[src/rtl/fam_pkg.sv]
package fam_pkg;

  localparam int STATUS_W = 16;
  localparam int FIELD_W  = 11;

  typedef struct packed {
    logic clear;
    logic loadCnt;
    logic capture;
    logic setDone;
  } famStrobe_t;

  typedef enum logic [1:0] {
    ST_IDLE    = 2'd0,
    ST_WAITREF = 2'd1,
    ST_MEASURE = 2'd2,
    ST_DONE    = 2'd3
  } famState_t;

endpackage

[src/rtl/fam_datapath.sv]
module fam_datapath
  import fam_pkg::*;
#(
  parameter int DELAY_W = 11
) (
  input  logic                clk,
  input  logic                rstN,
  input  logic                framePulse,
  input  logic                evalIn,
  input  logic                gciMode,
  input  famStrobe_t          strobeIn,
  output logic                refEdge,
  output logic                evalEdge,
  output logic [STATUS_W-1:0] statusWord
);

  localparam logic [DELAY_W-1:0] CNT_MAX = {DELAY_W{1'b1}};

  logic fpNorm, evNorm;
  logic fpQ, fpPrevQ;
  logic evQ, evPrevQ;
  logic evNegQ, evNegHoldQ;
  logic [DELAY_W-1:0] cntQ;
  logic [DELAY_W-1:0] delayQ;
  logic phaseQ;
  logic doneQ;
  logic [FIELD_W-1:0] delayField;

  // both polarities are folded so that the active edge is always a rise
  assign fpNorm = gciMode ? framePulse : ~framePulse;
  assign evNorm = gciMode ? evalIn : ~evalIn;

  always_ff @(posedge clk or negedge rstN) begin
    if (!rstN) begin
      fpQ        <= 1'b0;
      fpPrevQ    <= 1'b0;
      evQ        <= 1'b0;
      evPrevQ    <= 1'b0;
      evNegHoldQ <= 1'b0;
    end else begin
      fpQ        <= fpNorm;
      fpPrevQ    <= fpQ;
      evQ        <= evNorm;
      evPrevQ    <= evQ;
      evNegHoldQ <= evNegQ;
    end
  end

  // mid-cycle sample tells which half of the clock the transition fell in
  always_ff @(negedge clk or negedge rstN) begin
    if (!rstN) evNegQ <= 1'b0;
    else       evNegQ <= evNorm;
  end

  assign refEdge  = fpQ & ~fpPrevQ;
  assign evalEdge = evQ & ~evPrevQ;

  always_ff @(posedge clk or negedge rstN) begin
    if (!rstN) begin
      cntQ <= '0;
    end else if (strobeIn.clear) begin
      cntQ <= '0;
    end else if (strobeIn.loadCnt) begin
      cntQ <= DELAY_W'(1);
    end else if (cntQ != CNT_MAX) begin
      cntQ <= cntQ + 1'b1;
    end
  end

  always_ff @(posedge clk or negedge rstN) begin
    if (!rstN) begin
      delayQ <= '0;
      phaseQ <= 1'b0;
      doneQ  <= 1'b0;
    end else if (strobeIn.clear) begin
      delayQ <= '0;
      phaseQ <= 1'b0;
      doneQ  <= 1'b0;
    end else begin
      if (strobeIn.capture) begin
        delayQ <= cntQ;
        phaseQ <= evNegHoldQ;
      end
      if (strobeIn.setDone) doneQ <= 1'b1;
    end
  end

  assign delayField = FIELD_W'(delayQ);
  assign statusWord = {3'b000, doneQ, phaseQ, delayField};


  done_after_ref_chk: assert property (@(posedge clk) disable iff (!rstN)
    $rose(doneQ) |-> $past(refEdge));


  frozen_result_chk: assert property (@(posedge clk) disable iff (!rstN)
    (doneQ && !strobeIn.clear) |=> ($stable(delayQ) && $stable(phaseQ)));

endmodule

[src/rtl/fam_control.sv]
module fam_control
  import fam_pkg::*;
(
  input  logic       clk,
  input  logic       rstN,
  input  logic       startBit,
  input  logic       refEdge,
  input  logic       evalEdge,
  output famStrobe_t strobeOut
);

  famState_t stateQ, stateNext;
  logic startQ, startPrevQ;
  logic startRise, startFall;
  logic capturedQ;

  always_ff @(posedge clk or negedge rstN) begin
    if (!rstN) begin
      startQ     <= 1'b0;
      startPrevQ <= 1'b0;
    end else begin
      startQ     <= startBit;
      startPrevQ <= startQ;
    end
  end

  assign startRise = startQ & ~startPrevQ;
  assign startFall = ~startQ & startPrevQ;

  always_comb begin
    strobeOut = '0;
    stateNext = stateQ;
    if (startFall) begin
      strobeOut.clear = 1'b1;
      stateNext       = ST_IDLE;
    end else begin
      unique case (stateQ)
        ST_IDLE: begin
          if (startRise) begin
            strobeOut.clear = 1'b1;
            stateNext       = ST_WAITREF;
          end
        end
        ST_WAITREF: begin
          if (refEdge) begin
            strobeOut.loadCnt = 1'b1;
            stateNext         = ST_MEASURE;
          end
        end
        ST_MEASURE: begin
          if (refEdge) begin
            strobeOut.setDone = 1'b1;
            stateNext         = ST_DONE;
          end else if (evalEdge && !capturedQ) begin
            strobeOut.capture = 1'b1;
          end
        end
        default: stateNext = ST_DONE;
      endcase
    end
  end

  always_ff @(posedge clk or negedge rstN) begin
    if (!rstN) begin
      stateQ    <= ST_IDLE;
      capturedQ <= 1'b0;
    end else begin
      stateQ <= stateNext;
      if (strobeOut.clear || strobeOut.loadCnt) capturedQ <= 1'b0;
      else if (strobeOut.capture)               capturedQ <= 1'b1;
    end
  end


  single_capture_chk: assert property (@(posedge clk) disable iff (!rstN)
    (capturedQ && !strobeOut.clear && !strobeOut.loadCnt) |-> !strobeOut.capture);

endmodule

[src/rtl/frame_offset_meter.sv]
module frame_offset_meter
  import fam_pkg::*;
#(
  parameter int DELAY_W = 11
) (
  input  logic        clk,
  input  logic        rstN,
  input  logic        framePulse,
  input  logic        evalIn,
  input  logic        gciMode,
  input  logic        startBit,
  output logic [15:0] statusWord
);

  famStrobe_t strobe;
  logic refEdge;
  logic evalEdge;

  fam_control u_control (
    .clk       (clk),
    .rstN      (rstN),
    .startBit  (startBit),
    .refEdge   (refEdge),
    .evalEdge  (evalEdge),
    .strobeOut (strobe)
  );

  fam_datapath #(.DELAY_W(DELAY_W)) u_datapath (
    .clk        (clk),
    .rstN       (rstN),
    .framePulse (framePulse),
    .evalIn     (evalIn),
    .gciMode    (gciMode),
    .strobeIn   (strobe),
    .refEdge    (refEdge),
    .evalEdge   (evalEdge),
    .statusWord (statusWord)
  );


  clear_on_fall_chk: assert property (@(posedge clk) disable iff (!rstN)
    $fell(startBit) |=> ##1 (statusWord[12:0] == 13'd0));


  idle_when_low_chk: assert property (@(posedge clk) disable iff (!rstN)
    (!startBit && $past(!startBit)) |=> (statusWord == 16'd0));

endmodule

[config.mk]
export PLATFORM = sky130hd
export DESIGN_NAME = frame_offset_meter
export DESIGN_NICKNAME = d
export VERILOG_FILES = /design/src/rtl/fam_pkg.sv /design/src/rtl/fam_datapath.sv /design/src/rtl/fam_control.sv /design/src/rtl/frame_offset_meter.sv
export SDC_FILE = /design/constraint.sdc
export NUM_CORES = 1
export LEC_CHECK = 0
export BUFFER_PORTS_ARGS = -buffer_cell sky130_fd_sc_hd__buf_4
export CORE_UTILIZATION = 47
export CTS_CLUSTER_DIAMETER = 40
export CTS_CLUSTER_SIZE = 25
export DETAILED_ROUTE_END_ITERATION = 8
export PLACE_DENSITY = 0.68
export RECOVER_POWER = 50
export SKIP_CTS_REPAIR_TIMING = 1
export SLEW_MARGIN = 10
export SYNTH_ARGS = -nofsm -noshare
export SYNTH_HDL_FRONTEND = slang
export SYNTH_SLANG_ARGS = --single-unit
[constraint.sdc]
create_clock -name clk -period 2.1 [get_ports clk]
set_clock_uncertainty 0.15 [all_clocks]
set_input_delay 0.21 -clock clk [delete_from_list [all_inputs] [get_ports clk]]
set_output_delay 0.21 -clock clk [all_outputs]
set_load 0.005 [all_outputs]
==> metrics.yaml, run 1 <==
dpl.hpwl_microns: 1920
viasPerCell: 5.47
power.density_mw_per_mm2: 807
drtIter0Drc: 44
initial_core_util_pct: 49.7
antenna_found_initial: 0
required_ns: 1.07
firstDrtPassIters: 4
r2r_setup_slack_ns: 0.28
r2r_end: "u_datapath.cntQ[2]$_DFFE_PN0P_"
synth_cell_types: 40
die_w_microns: 58.8
crit_path_max_fanout: 2
p_leak_nw: 0.826
criticalPathCategory: "input pin to flip-flop"
cts_tree: "built"
layout.nets: 161
cp-start-kind: "input pin"
holdCritPathClass: "flip-flop to flip-flop"
yosysTopAreaCell: "dfrtp_1"
worstMarginPinSlew_ns: 0.812
io_pins: 22
h-tree-depth: 2
cp_slowest_cell: "dlygate4sd3_1"
die_area_sq_mm: 0.00346
regToRegStartpoint: "u_control.stateQ[0]$_DFFE_PN0P_"
cap_viol_max_count: 0
rsz0062_at_grt: "no"
syn_area_sq_mm: 0.00152
synth_flop_cell: "dfrtp_1"
ys_ff_latch: 35
core_area_sq_mm: 0.00305
hold_viol: 0
n_antenna_cell: 0
ys_seq_area_share_pct: 57.8
slew_headroom_pct: 45.9
synthToLayoutAreaGrowth_pct: 17.9
max_stage_delay_ns: 0.53
drc: 0
worstPathCellList: "dlygate4sd3_1 -> buf_4 -> xnor2_1"
dp_cells: 185
final_core_util_pct: 58.6
clk_pin_slew_ns: 0.09
grt.total_usage_pct: 18.4
worstHoldPathCells: 0
post_drt_wl_per_cell_microns: 14.4
netlist_instances: 128
grt_pass1_wl_microns: 4520
r2r_cells: 4
gp_congestion: 0.762
hold-path-endpoint: "u_datapath.evPrevQ$_DFF_PN0_"
cp.arrival_ns: 1.00
synth_top_area_share_pct: 56.1
setup_tns_ns: 0
synth_edf_count: 0
avgSynthCellArea_sq_um: 11.8
numCtsBuffers: 5
insertion_delay_ns: 0.34
cts.sinks: 35
cts_root_buf: "clkbuf_4"
grt_pass1_vias: 1043
drive_gt1_share_pct: 20.6
rows: 20
worst_setup_path_end_kind: "flip-flop"
fin_cells: 199
peakVddDrop_mv: 0.537
outcome: "complete, no violations"
clockBufferDepth: 2
min-delay-start: "u_datapath.evQ$_DFF_PN0_"
io_buffer_count: 18
finalSetupViolCount: 0
die_y_microns: 58.8
synthTopCellsByArea: "dfrtp_1 (56%), a22o_1 (6.9%), buf_4 (3.0%), nor2_1 (3.0%), a21oi_1 (2.0%)"
vias: 1088
ys_warn_count: 0
overflow: 0
grt_max_degree: 35
antenna_left: 0
drv_slew: 0
synthArstFlopShare_pct: 100
drt_wl_total_microns: 2870
[Yosys cell counts (2+ instances only)]
| cell type | n |
|---|---|
| and3_1 | 3 |
| dfrtp_1 | 34 |
| o21ai_0 | 6 |
| nor3_1 | 2 |
| o211ai_1 | 2 |
| a31oi_1 | 3 |
| xnor2_1 | 2 |
| nor2_1 | 12 |
| a21oi_1 | 6 |
| a211oi_1 | 2 |
| inv_1 | 3 |
| a22o_1 | 12 |
| nand3_1 | 5 |
| buf_4 | 6 |
| buf_2 | 3 |
| or3_1 | 2 |
| nand2_1 | 2 |
[per-stage QoR]
step	setup WS, ns	area [sq um]	power [mW]	hold slack [ns]
3_5_place_dp	0.267	1670	1.04	0.162
5_1_grt	0.0716	1790	1.52	0.256
6_report	0.0684	1790	1.44	0.245
3_3_place_gp	0.285	1670	1.02	0.158
4_1_cts	0.298	1730	1.45	-0.221
2_1_floorplan	0.416	1520	0.970	-0.236
[cells in the final DEF (no fill, tap or decap), types with 2 or more instances in the layout]
cell type      netlist  layout
dfrtp_1             34      34
buf_4                6      15
nor2_1              12      12
a22o_1              12      12
clkbuf_4             0       9
o21ai_0              6       6
a21oi_1              6       6
dlygate4sd3_1        0       6
nand3_1              5       5
and3_1               3       3
inv_1                3       3
a31oi_1              3       3
conb_1               1       3
xnor2_1              2       2
nand2_1              2       2
o211ai_1             2       2
nor3_1               2       2
a211oi_1             2       2
or3_1                2       2
clkbuf_8             0       2
clkbuf_1             0       2
[how the worst max path moves through the flow]
stage | slack (ns) | end | startpoint
floorplan | 0.42 | u_datapath.evNegQ$_DFF_NN0_ | evalIn
global placement | 0.28 | u_datapath.evNegQ$_DFF_NN0_ | gciMode
detailed placement | 0.27 | u_datapath.evNegQ$_DFF_NN0_ | gciMode
CTS | 0.30 | u_datapath.cntQ[2]$_DFFE_PN0P_ | u_control.stateQ[0]$_DFFE_PN0P_
global route | 0.07 | u_datapath.evNegQ$_DFF_NN0_ | evalIn
finish | 0.07 | u_datapath.evNegQ$_DFF_NN0_ | evalIn
[state kept, by name, summed over array words and instances (netlist names)]
register,count
u_datapath.evNegQ,1
u_datapath.fpPrevQ,1
u_datapath.evPrevQ,1
u_datapath.evNegHoldQ,1
u_control.startPrevQ,1
u_datapath.cntQ,11
u_control.startQ,1
u_datapath.doneQ,1
u_datapath.fpQ,1
u_control.stateQ,2
u_datapath.phaseQ,1
u_control.capturedQ,1
u_datapath.delayField,11
u_datapath.evQ,1
[final cells by class]
cell class	instances	area, sq um
Fill cell	268	1260
Sequential cell	35	876
Multi-Input combinational cell	82	566
Timing Repair Buffer	27	211
Clock buffer	8	68.8
Tap cell	44	55.1
Inverter	3	11.3
[layer usage]
metal,track usage (%),share of wire [%]
met1,20.5,43
met2,31.8,51
met3,6.59,4.8
met4,7.14,1.3
met5,0,0
[cell families after synthesis]
kind of cell	count (synthesis)	share of synthesized area [%]
AOI/OAI and AO/OA	38	18.6
and+or+nand+nor	36	14.8
DFF	35	57.8
buffers and inverters	13	5.44
xor gates and xnor gates	3	1.73
adders and majority gates	1	0.825
other	1	0.247
muxes	1	0.660
[power breakdown]
part / internal [mW] / switching, mW
combinational: 0.102 / 0.120
sequential: 0.733 / 0.0755
clock: 0.197 / 0.215
[worst max-delay path, delay by kind of cell]
family / cells / cell delay [ns]
xor gates and xnor gates: 1 / 0.12
buffers and inverters: 2 / 0.66
(Power assumes the default switching activity.)
==> run 2: changes to the inputs <==
clock period = 2.3 ns   (was 2.1 ns; I/O delays follow)
==> run 2 against run 1 <==
Effect of this change:
- sequential share of layout area increased by 0.24 points
- sequential power is 9.0% lower
- non-clock buffer count is the same
- total power decreased by 11%
- design area is 0.49% lower
- combinational power is 9.0% lower
- critical path type unchanged
- largest cell class unchanged
- highest routed layer unchanged
==> metrics.yaml, run 2 (synthesis results as in run 1) <==
max_stage_delay_ns: 0.53
firstDrtPassIters: 5
io_buffer_count: 18
fillers: 261
vias: 1085
multi_input_comb_area_sq_um: 566
drt_wl_total_microns: 2740
initial_core_util_pct: 49.7
min-delay-start: "u_datapath.evQ$_DFF_PN0_"
drc: 0
cts.sinks: 35
required_ns: 1.17
critPathTopFamily: "buffers and inverters"
drive_gt1_share_pct: 20.6
finalSetupViolCount: 0
setup_tns_ns: 0
die_area_sq_mm: 0.00346
r2r_end: "u_datapath.cntQ[2]$_DFFE_PN0P_"
rows: 20
hold-path-endpoint: "u_datapath.evPrevQ$_DFF_PN0_"
r2r_setup_slack_ns: 0.49
core_area_sq_mm: 0.00305
clockBufferDepth: 2
antenna_found_initial: 0
grt_pass1_wl_microns: 4440
worstPathCellList: "dlygate4sd3_1 -> buf_4 -> xnor2_1"
synthToLayoutAreaGrowth_pct: 17.3
numCtsBuffers: 5
peakVddDrop_mv: 0.496
outcome: "complete, no violations"
cts_tree: "built"
holdCritPathClass: "flip-flop to flip-flop"
worst_setup_path_end_kind: "flip-flop"
cts_root_buf: "clkbuf_4"
post_drt_wl_per_cell_microns: 13.8
worstHoldPathCells: 0
insertion_delay_ns: 0.34
dpl.hpwl_microns: 1840
crit_buf_inv: 2
rsz0062_at_grt: "no"
cap_viol_max_count: 0
clk_pin_slew_ns: 0.09
criticalPathCategory: "input pin to flip-flop"
die_y_microns: 58.8
h-tree-depth: 2
drv_slew: 0
fin_ws_ns: 0.139
die_w_microns: 58.8
grt.total_usage_pct: 18.2
regArea_sq_um: 876
final_common_cell: "dfrtp_1"
cp_slowest_cell: "dlygate4sd3_1"
io_pins: 22
final_cell_mix: "dfrtp_1 (34), buf_4 (17), nor2_1 (12), a22o_1 (12), clkbuf_4 (7)"
grt_max_degree: 35
overflow: 0
p_leak_nw: 0.824
slew_headroom_pct: 46.1
r2r_cells: 4
power.density_mw_per_mm2: 718
crit_path_max_fanout: 2
cp-start-kind: "input pin"
antenna_left: 0
worstMarginPinSlew_ns: 0.808
drtIter0Drc: 38
regToRegStartpoint: "u_control.stateQ[0]$_DFFE_PN0P_"
preCtsSetupSlack_ns: 0.344
hold_viol: 0
viasPerCell: 5.45
layout.nets: 161
grt_pass1_vias: 1002
cp.arrival_ns: 1.03
gp_congestion: 0.754
n_antenna_cell: 0
## run 2: layer usage
metal / vias up / share of wire (%) / track usage (%)
met5: - / 0 / 0
met4: 0 / 2.0 / 9.18
met3: 8 / 3.2 / 5.27
met2: 23 / 51 / 30.4
met1: 532 / 44 / 21.4
li1: 522 / - / -
## run 2: layout make-up
| cell class | count | share of cell area (%) |
|---|---|---|
| multi-input cells | 82 | 31.8 |
| well taps | 44 | 3.09 |
| clock inverters | 1 | 0.281 |
| flip-flops and latches | 35 | 49.2 |
| clock buffers | 7 | 3.09 |
| repair buffers | 27 | 11.9 |
| inverters | 3 | 0.633 |
## run 2: power by group
| group | internal (mW) | switching [mW] |
|---|---|---|
| sequential | 0.669 | 0.0665 |
| clock | 0.148 | 0.192 |
| combinational | 0.0934 | 0.109 |
| total | 0.911 | 0.367 |
## run 2: through the flow
step / cells / hold WS, ns / cell area [sq um] / utilization [%] / power [mW]
4_1_cts: 193 / -0.197 / 1730 / 56.5 / 1.28
5_1_grt: 199 / 0.269 / 1780 / 58.3 / 1.36
3_3_place_gp: 185 / 0.180 / 1670 / 54.5 / 0.933
6_report: 199 / 0.246 / 1780 / 58.3 / 1.28
2_1_floorplan: 130 / -0.216 / 1520 / - / 0.886
3_5_place_dp: 185 / 0.176 / 1670 / 54.5 / 0.940
## run 2: worst max-delay path by stage
| stage | from | end | slack, ns | depth (start not counted) |
|---|---|---|---|---|
| 6_report | evalIn | u_datapath.evNegQ$_DFF_NN0_ | 0.14 | 3 |
| 5_1_grt | evalIn | u_datapath.evNegQ$_DFF_NN0_ | 0.13 | 3 |
| 4_1_cts | u_control.stateQ[0]$_DFFE_PN0P_ | u_datapath.cntQ[2]$_DFFE_PN0P_ | 0.49 | 4 |
| 3_5_place_dp | gciMode | u_datapath.evNegQ$_DFF_NN0_ | 0.34 | 2 |
| 3_3_place_gp | gciMode | u_datapath.evNegQ$_DFF_NN0_ | 0.36 | 2 |
| 2_1_floorplan | evalIn | u_datapath.evNegQ$_DFF_NN0_ | 0.50 | 1 |
## run 2: worst reg2reg max path, delay by kind of cell, from the launching register on
family	cells	cell delay, ns
compound gates	3	0.61
flops	1	0.49
simple gates	1	0.44
